==> config.mk <==
export PLATFORM = sky130hd
export DESIGN_NAME = pt_walker
export DESIGN_NICKNAME = d
export VERILOG_FILES = /design/src/rtl/pt_walker.sv
export SDC_FILE = /design/constraint.sdc
export NUM_CORES = 1
export LEC_CHECK = 0
export CAP_MARGIN = 25
export CORE_MARGIN = 4
export CORE_UTILIZATION = 30
export CTS_CLUSTER_DIAMETER = 200
export CTS_CLUSTER_SIZE = 10
export DETAILED_ROUTE_END_ITERATION = 8
export DONT_BUFFER_PORTS = 1
export PLACE_DENSITY = 0.56
export SYNTH_ARGS = -nofsm -noshare
export SYNTH_HDL_FRONTEND = slang
export SYNTH_SLANG_ARGS = --single-unit
==> constraint.sdc <==
create_clock -name clk -period 2.5 [get_ports clk]
set_clock_uncertainty 0.1 [all_clocks]
set_input_delay 0 -clock clk [delete_from_list [all_inputs] [get_ports clk]]
set_output_delay 0 -clock clk [all_outputs]
set_load 0.005 [all_outputs]
==> src/rtl/pt_walker.sv <==
module pt_walker #(
  parameter int VA_W      = 32,
  parameter int OFF_W     = 12,
  parameter int PFN_W     = 20,
  parameter int AW        = 32,
  parameter int FRAME_LSB = 12
) (
  input  logic                   clk,
  input  logic                   rst_n,
  input  logic                   req_valid,
  input  logic [VA_W-1:0]        req_vaddr,
  input  logic                   req_write,
  output logic                   req_ready,
  input  logic                   priv,
  input  logic                   base_we,
  input  logic [AW-1:0]          base_wdata,
  output logic                   mem_req,
  output logic                   mem_we,
  output logic [AW-1:0]          mem_addr,
  output logic [31:0]            mem_wdata,
  input  logic                   mem_rvalid,
  input  logic [31:0]            mem_rdata,
  output logic                   resp_valid,
  output logic [PFN_W+OFF_W-1:0] resp_paddr,
  output logic [1:0]             resp_fault
);
  localparam int VPN_W = VA_W - OFF_W;
  localparam int PA_W  = PFN_W + OFF_W;
  localparam int B_V = 0, B_P = 1, B_R = 2, B_W = 3, B_REF = 4, B_D = 5;

  typedef enum logic [2:0] {IDLE, RD, WAIT, CHK, WB, RESP} st_t;
  st_t state;

  logic [VA_W-1:0] va_q;
  logic            wr_q;
  logic [31:0]     pte_q;
  logic [AW-1:0]   base;
  logic [1:0]      fault_q, fault_c;
  logic [PA_W-1:0] pa_q;
  logic            need_wb;
  logic [VPN_W-1:0] vpn;

  assign vpn     = va_q[VA_W-1:OFF_W];
  assign need_wb = !pte_q[B_REF] || (wr_q && !pte_q[B_D]);

  always_comb begin
    if (!pte_q[B_V])                               fault_c = 2'd1;
    else if (!pte_q[B_P])                          fault_c = 2'd2;
    else if (wr_q ? !pte_q[B_W] : !pte_q[B_R])     fault_c = 2'd3;
    else                                           fault_c = 2'd0;
  end

  assign req_ready  = state == IDLE;
  assign mem_req    = state == RD || state == WB;
  assign mem_we     = state == WB;
  assign mem_addr   = base + {{(AW-VPN_W-2){1'b0}}, vpn, 2'b00};
  assign mem_wdata  = pte_q | (32'd1 << B_REF) | (wr_q ? (32'd1 << B_D) : 32'd0);
  assign resp_valid = state == RESP;
  assign resp_paddr = pa_q;
  assign resp_fault = fault_q;

  always_ff @(posedge clk) begin
    if (!rst_n) begin
      state   <= IDLE;
      va_q    <= '0;
      wr_q    <= 1'b0;
      pte_q   <= '0;
      base    <= '0;
      fault_q <= '0;
      pa_q    <= '0;
    end else begin
      if (base_we && priv && state == IDLE) base <= base_wdata;
      case (state)
        IDLE: if (req_valid) begin
          va_q  <= req_vaddr;
          wr_q  <= req_write;
          state <= RD;
        end
        RD:   state <= WAIT;
        WAIT: if (mem_rvalid) begin
          pte_q <= mem_rdata;
          state <= CHK;
        end
        CHK: begin
          fault_q <= fault_c;
          pa_q    <= (fault_c == 2'd0) ? {pte_q[FRAME_LSB +: PFN_W], va_q[OFF_W-1:0]} : '0;
          state   <= (fault_c == 2'd0 && need_wb) ? WB : RESP;
        end
        WB:   state <= RESP;
        default: state <= IDLE;
      endcase
    end
  end

  p_base_frozen_r9: assert property (@(posedge clk) disable iff (!rst_n)
    (state != IDLE) |=> $stable(base));
  p_resp_pulse_r11: assert property (@(posedge clk) disable iff (!rst_n)
    resp_valid |=> !resp_valid);
  p_fault_zero_pa_r11: assert property (@(posedge clk) disable iff (!rst_n)
    (resp_valid && resp_fault != 2'd0) |-> resp_paddr == '0);
  p_wb_ref_set_r8: assert property (@(posedge clk) disable iff (!rst_n)
    (mem_req && mem_we) |-> mem_wdata[B_REF]);
  p_busy_r11: assert property (@(posedge clk) disable iff (!rst_n)
    mem_req |-> !req_ready);
  p_req_pulse_r2: assert property (@(posedge clk) disable iff (!rst_n)
    mem_req |=> !mem_req);
endmodule

==> report_table.html <==
<table>
<tr><th>Metric</th><th>Value</th></tr>
<tr><th colspan="2">Run status</th></tr>
<tr><td>Outcome</td><td>finished, violations left</td></tr>
<tr><td>Violated checks</td><td>setup timing</td></tr>
<tr><th colspan="2">Setup path</th></tr>
<tr><td>Top cell family by delay on the critical path</td><td>compound AO/OA/AOI/OAI gates</td></tr>
<tr><td>Data arrival time at the worst-slack endpoint</td><td>2.46 ns</td></tr>
<tr><td>Buffering stage count on the worst path with inverters included</td><td>1</td></tr>
<tr><td>Req. time, crit path</td><td>2.40 ns</td></tr>
<tr><td>Highest fanout seen on the critical path</td><td>3</td></tr>
<tr><td>Critical-path cell list</td><td>ha_4 -&gt; inv_2 -&gt; fa_2 -&gt; nand2b_4 -&gt; a211oi_4 -&gt; o211ai_1 -&gt; a21oi_2 -&gt; o2111ai_1 -&gt; xnor2_1</td></tr>
<tr><td>CP Capture Type</td><td>output pin</td></tr>
<tr><td>Reg-to-reg startpoint</td><td>state[1]</td></tr>
<tr><td>Destination of the worst register-to-register timing path</td><td>pte_q[5]</td></tr>
<tr><td>Crit Path Category</td><td>flop to output pin</td></tr>
<tr><td>Reg2Reg Setup Slack</td><td>0.19 ns</td></tr>
<tr><td>Depth of the most critical reg-to-reg path</td><td>6</td></tr>
<tr><td>Worst stage delay on the critical path</td><td>0.35 ns</td></tr>
<tr><td>CP max stage cell</td><td>sky130_fd_sc_hd__dfxtp_2</td></tr>
<tr><td>Category of the worst setup path launch point</td><td>flop</td></tr>
<tr><th colspan="2">Die</th></tr>
<tr><td>Vertical die dimension</td><td>159 microns</td></tr>
<tr><td>Placement row count</td><td>55</td></tr>
<tr><td>I/O pin count</td><td>205</td></tr>
<tr><td>Starting Density</td><td>30.4%</td></tr>
<tr><td>DIE AREA</td><td>25,400 sq um</td></tr>
<tr><td>Area inside the core boundary</td><td>22,600 sq um</td></tr>
<tr><td>Die span in x</td><td>159 microns</td></tr>
<tr><th colspan="2">Power and ir drop</th></tr>
<tr><td>Part of the total power dissipated in combinational logic</td><td>22.9%</td></tr>
<tr><td>Switching share of power</td><td>30.3%</td></tr>
<tr><td>Power dissipated by switching net loads</td><td>1990 uW</td></tr>
<tr><td>Clk pwr share</td><td>38.7%</td></tr>
<tr><td>Max IR drop VDD</td><td>0.439 mV</td></tr>
<tr><td>Sequential share of power</td><td>38.4%</td></tr>
<tr><td>Internal power</td><td>4580 uW</td></tr>
<tr><td>Total power divided by cell area</td><td>673 nW/um^2</td></tr>
<tr><td>Pleak</td><td>0.00348 uW</td></tr>
<tr><th colspan="2">Detailed routing</th></tr>
<tr><td>Average wire per cell in the routed design</td><td>16.8 microns</td></tr>
<tr><td>Total wire length</td><td>21.7 mm</td></tr>
<tr><td>Post-route DRC</td><td>0</td></tr>
<tr><td>Detail-routed via count per cell</td><td>4.98</td></tr>
<tr><td>Number of iterations in the first detailed-routing pass</td><td>5</td></tr>
<tr><td>Count of nets left with antenna violations after detail routing</td><td>0</td></tr>
<tr><td>Via Count</td><td>6,427</td></tr>
<tr><td>Iteration-0 DRC count of the detailed router</td><td>310</td></tr>
<tr><th colspan="2">Clock tree</th></tr>
<tr><td>Clock-pin slew of the registers on the worst-case setup and hold paths</td><td>0.06 ns</td></tr>
<tr><td>Number of levels in the clock H-tree</td><td>4</td></tr>
<tr><td>Clock buffer count from CTS</td><td>17</td></tr>
<tr><td>Number of buffers between clock root and the deepest sink</td><td>2</td></tr>
<tr><td>Clock insertion delay at the later pin of the skew report</td><td>0.41 ns</td></tr>
<tr><td>Count of clock tree sinks</td><td>134</td></tr>
<tr><td>Clock root buffer</td><td>sky130_fd_sc_hd__clkbuf_16</td></tr>
<tr><td>Clock tree from TritonCTS</td><td>yes</td></tr>
<tr><th colspan="2">Yosys</th></tr>
<tr><td>Share of the yosys chip area belonging to registers</td><td>39.0%</td></tr>
<tr><td>Most common cell in the synthesized netlist</td><td>sky130_fd_sc_hd__nand2_1</td></tr>
<tr><td>Proportion of register bits with asynchronous set or reset after synthesis</td><td>0%</td></tr>
<tr><td>EDFF count, synth</td><td>0</td></tr>
<tr><td>Area contributors post-synth</td><td>sky130_fd_sc_hd__dfxtp_1 39%, sky130_fd_sc_hd__nand2_1 14%, sky130_fd_sc_hd__a21boi_0 12%</td></tr>
<tr><td>Synthesized net count</td><td>986</td></tr>
<tr><td>Area fraction of the dominant cell type after synthesis</td><td>39.0%</td></tr>
<tr><td>Number of distinct library cells after synthesis</td><td>59</td></tr>
<tr><td>Mapped Avg Cell Area</td><td>7.99 sq um</td></tr>
<tr><td>Yosys warns</td><td>0</td></tr>
<tr><td>Most numerous cell types in the synthesized netlist</td><td>252 x sky130_fd_sc_hd__nand2_1, 134 x sky130_fd_sc_hd__dfxtp_1, 114 x sky130_fd_sc_hd__a21boi_0, 42 x sky130_fd_sc_hd__nand3_1, 34 x sky130_fd_sc_hd__buf_4</td></tr>
<tr><td>Number of register bits inferred by synthesis</td><td>134</td></tr>
<tr><td>Syn Std Cell Area</td><td>6880 sq um</td></tr>
<tr><td>Dominant synthesized flop cell</td><td>sky130_fd_sc_hd__dfxtp_1</td></tr>
<tr><td>Syn Inst Count</td><td>862</td></tr>
<tr><td>Area leader, netlist</td><td>sky130_fd_sc_hd__dfxtp_1</td></tr>
<tr><th colspan="2">Global routing</th></tr>
<tr><td>Number of antenna violations at the first check in global routing</td><td>0</td></tr>
<tr><td>Maximum number of pins on one net before global-route repair</td><td>134</td></tr>
<tr><td>Tot GR Track Use</td><td>16.5%</td></tr>
<tr><td>Vias in the first global route</td><td>6,448</td></tr>
<tr><td>Global-route congestion overflow total</td><td>0</td></tr>
<tr><td>First-pass GRT wire length</td><td>34.5 mm</td></tr>
<tr><th colspan="2">Min path</th></tr>
<tr><td>Hold Crit Start</td><td>priv</td></tr>
<tr><td>Hold Crit Class</td><td>input pin to flop</td></tr>
<tr><td>Hold path endpoint</td><td>base[8]</td></tr>
<tr><td>Worst Hold Path Cells</td><td>4</td></tr>
<tr><th colspan="2">Timing</th></tr>
<tr><td>Final hold violation count</td><td>0</td></tr>
<tr><td>Final critical delay including setup and external delays</td><td>2.56 ns</td></tr>
<tr><td>Fmax</td><td>391 MHz</td></tr>
<tr><td>Share of the clock period used by the worst path after layout</td><td>102%</td></tr>
<tr><td>Setup repair after global routing missed its margin</td><td>true</td></tr>
<tr><td>Finish-stage setup viols</td><td>4</td></tr>
<tr><td>Slew of the pin with the lowest slew margin</td><td>0.505 ns</td></tr>
<tr><td>Worst hold margin</td><td>0.0188 ns</td></tr>
<tr><td>Final worst setup slack</td><td>-0.0570 ns</td></tr>
<tr><td>Number of pins exceeding their max-slew limit in the final report</td><td>0</td></tr>
<tr><td>Worst slew margin relative to its limit</td><td>66.1%</td></tr>
<tr><th colspan="2">Cells and area</th></tr>
<tr><td>Count of fill cells added during filler insertion</td><td>2,197</td></tr>
<tr><td>Share of post-route cells with drive strength above 1</td><td>13.7%</td></tr>
<tr><td>NumNets Final</td><td>1,117</td></tr>
<tr><td>Antenna cells</td><td>0</td></tr>
<tr><td>Area grow syn2layout</td><td>41.8%</td></tr>
<tr><td>Number of non-filler instances in the completed layout</td><td>1,291</td></tr>
<tr><th colspan="2">Placement</th></tr>
<tr><td>Global placement routability congestion</td><td>0.866</td></tr>
<tr><td>Detailed placement HPWL</td><td>13.9 mm</td></tr>
<tr><td>Number of buffer cells added on primary ports</td><td>0</td></tr>
<tr><td>Placed Instances</td><td>1,071</td></tr>
<tr><th colspan="2">Flow run</th></tr>
<tr><td>Max-Cap Viols</td><td>0</td></tr>
</table>
## worst min-delay path, cell delays in order
cell and delay, ns:
sky130_fd_sc_hd__nand3_1 0.04, sky130_fd_sc_hd__buf_4 0.25, sky130_fd_sc_hd__nand2_1 0.10, sky130_fd_sc_hd__a21boi_0 0.07
## layout by cell type (no fill, tap or decap), types with 5 or more instances in the layout
| cell | Yosys | layout |
|---|---|---|
| sky130_fd_sc_hd__nor2_1 | 21 | 19 |
| sky130_fd_sc_hd__o21ai_2 | 0 | 5 |
| sky130_fd_sc_hd__dfxtp_1 | 134 | 121 |
| sky130_fd_sc_hd__a21oi_1 | 21 | 15 |
| sky130_fd_sc_hd__nor4_1 | 6 | 5 |
| sky130_fd_sc_hd__inv_1 | 10 | 9 |
| sky130_fd_sc_hd__o21ai_0 | 15 | 11 |
| sky130_fd_sc_hd__nand4_1 | 7 | 7 |
| sky130_fd_sc_hd__xor2_1 | 5 | 5 |
| sky130_fd_sc_hd__dlygate4sd3_1 | 0 | 172 |
| sky130_fd_sc_hd__a21oi_2 | 1 | 7 |
| sky130_fd_sc_hd__o211ai_1 | 6 | 6 |
| sky130_fd_sc_hd__nand2_1 | 252 | 250 |
| sky130_fd_sc_hd__xnor2_1 | 19 | 18 |
| sky130_fd_sc_hd__clkbuf_16 | 0 | 17 |
| sky130_fd_sc_hd__dfxtp_2 | 0 | 13 |
| sky130_fd_sc_hd__buf_4 | 34 | 24 |
| sky130_fd_sc_hd__a21boi_0 | 114 | 114 |
| sky130_fd_sc_hd__a21boi_1 | 16 | 16 |
| sky130_fd_sc_hd__nand3_1 | 42 | 42 |
| sky130_fd_sc_hd__nor3_1 | 7 | 7 |
| sky130_fd_sc_hd__ha_4 | 0 | 16 |
## power groups by stage
stage / combinational, uW / clock, uW / sequential [uW]
floorplan: 884 / 0 / 2440
global placement: 1020 / 0 / 2530
detailed placement: 1020 / 0 / 2530
CTS: 1400 / 2630 / 2500
global route: 1670 / 2720 / 2550
finish: 1500 / 2540 / 2520
## flip-flops by register name, indices dropped and copies added (netlist names)
signal,cells
base,32
pte_q,32
resp_paddr,32
va_q,32
state,3
resp_fault,2
wr_q,1
## routing by layer
layer	up-vias	global-route usage, %	part of all wire, %
met3	21	6.08	8.4
met4	0	4.69	1.2
li1	3150	-	-
met2	217	27.6	48
met1	3039	20.0	43
met5	-	0	0
## final cells by class
class / instances / area (sq um) / area share (%)
clock buffers: 19 / 453 / 4.64
flip-flops and latches: 134 / 2700 / 27.6
well taps: 285 / 357 / 3.65
clock inverters: 13 / 146 / 1.50
multi-input cells: 627 / 4060 / 41.6
inverters: 10 / 37.5 / 0.384
repair buffers: 203 / 2010 / 20.6
## worst max path at each step
stage,startpoint,to,slack (ns),cells past startpoint
2_1_floorplan,va_q[12],mem_addr[26],0.40,9
3_3_place_gp,va_q[12],mem_addr[26],0.14,9
3_5_place_dp,va_q[12],mem_addr[26],0.13,9
4_1_cts,va_q[12],mem_addr[26],-0.14,9
5_1_grt,va_q[12],mem_addr[28],-0.17,10
6_report,va_q[12],mem_addr[26],-0.06,9
## timing repair
action | 4_1_cts | 5_1_grt
hold buffers | 173 | 0
setup buffers | 3 | 12
hold endpoints to repair | 134 | 0
setup endpoints to repair | 19 | 64
pin swaps | 19 | 31
resized for setup | 35 | 53
## metrics by stage
step | area (sq um) | setup slack [ns] | util [%] | power (uW) | TNS, ns
3_5_place_dp | 6890 | 0.130 | 30.4 | 3550 | 0
2_1_floorplan | 6880 | 0.398 | - | 3320 | 0
6_report | 9760 | -0.0570 | 43.1 | 6570 | -0.138
5_1_grt | 9760 | -0.168 | 43.1 | 6940 | -1.37
3_3_place_gp | 6890 | 0.145 | 30.4 | 3550 | 0
4_1_cts | 9430 | -0.140 | 41.6 | 6530 | -0.737
## logic make-up after synthesis
kind of cell,count (synthesis),share of synthesized area (%)
flip-flops,134,39.0
XOR/XNOR,24,3.05
adder cells (fa/ha/maj),21,3.93
AND/OR/NAND/NOR,368,23.2
multiplexers,1,0.145
AO/OA/AOI/OAI,212,22.8
other,1,0.0545
buffers and inverters,101,7.80
(Power assumes the default switching activity.)
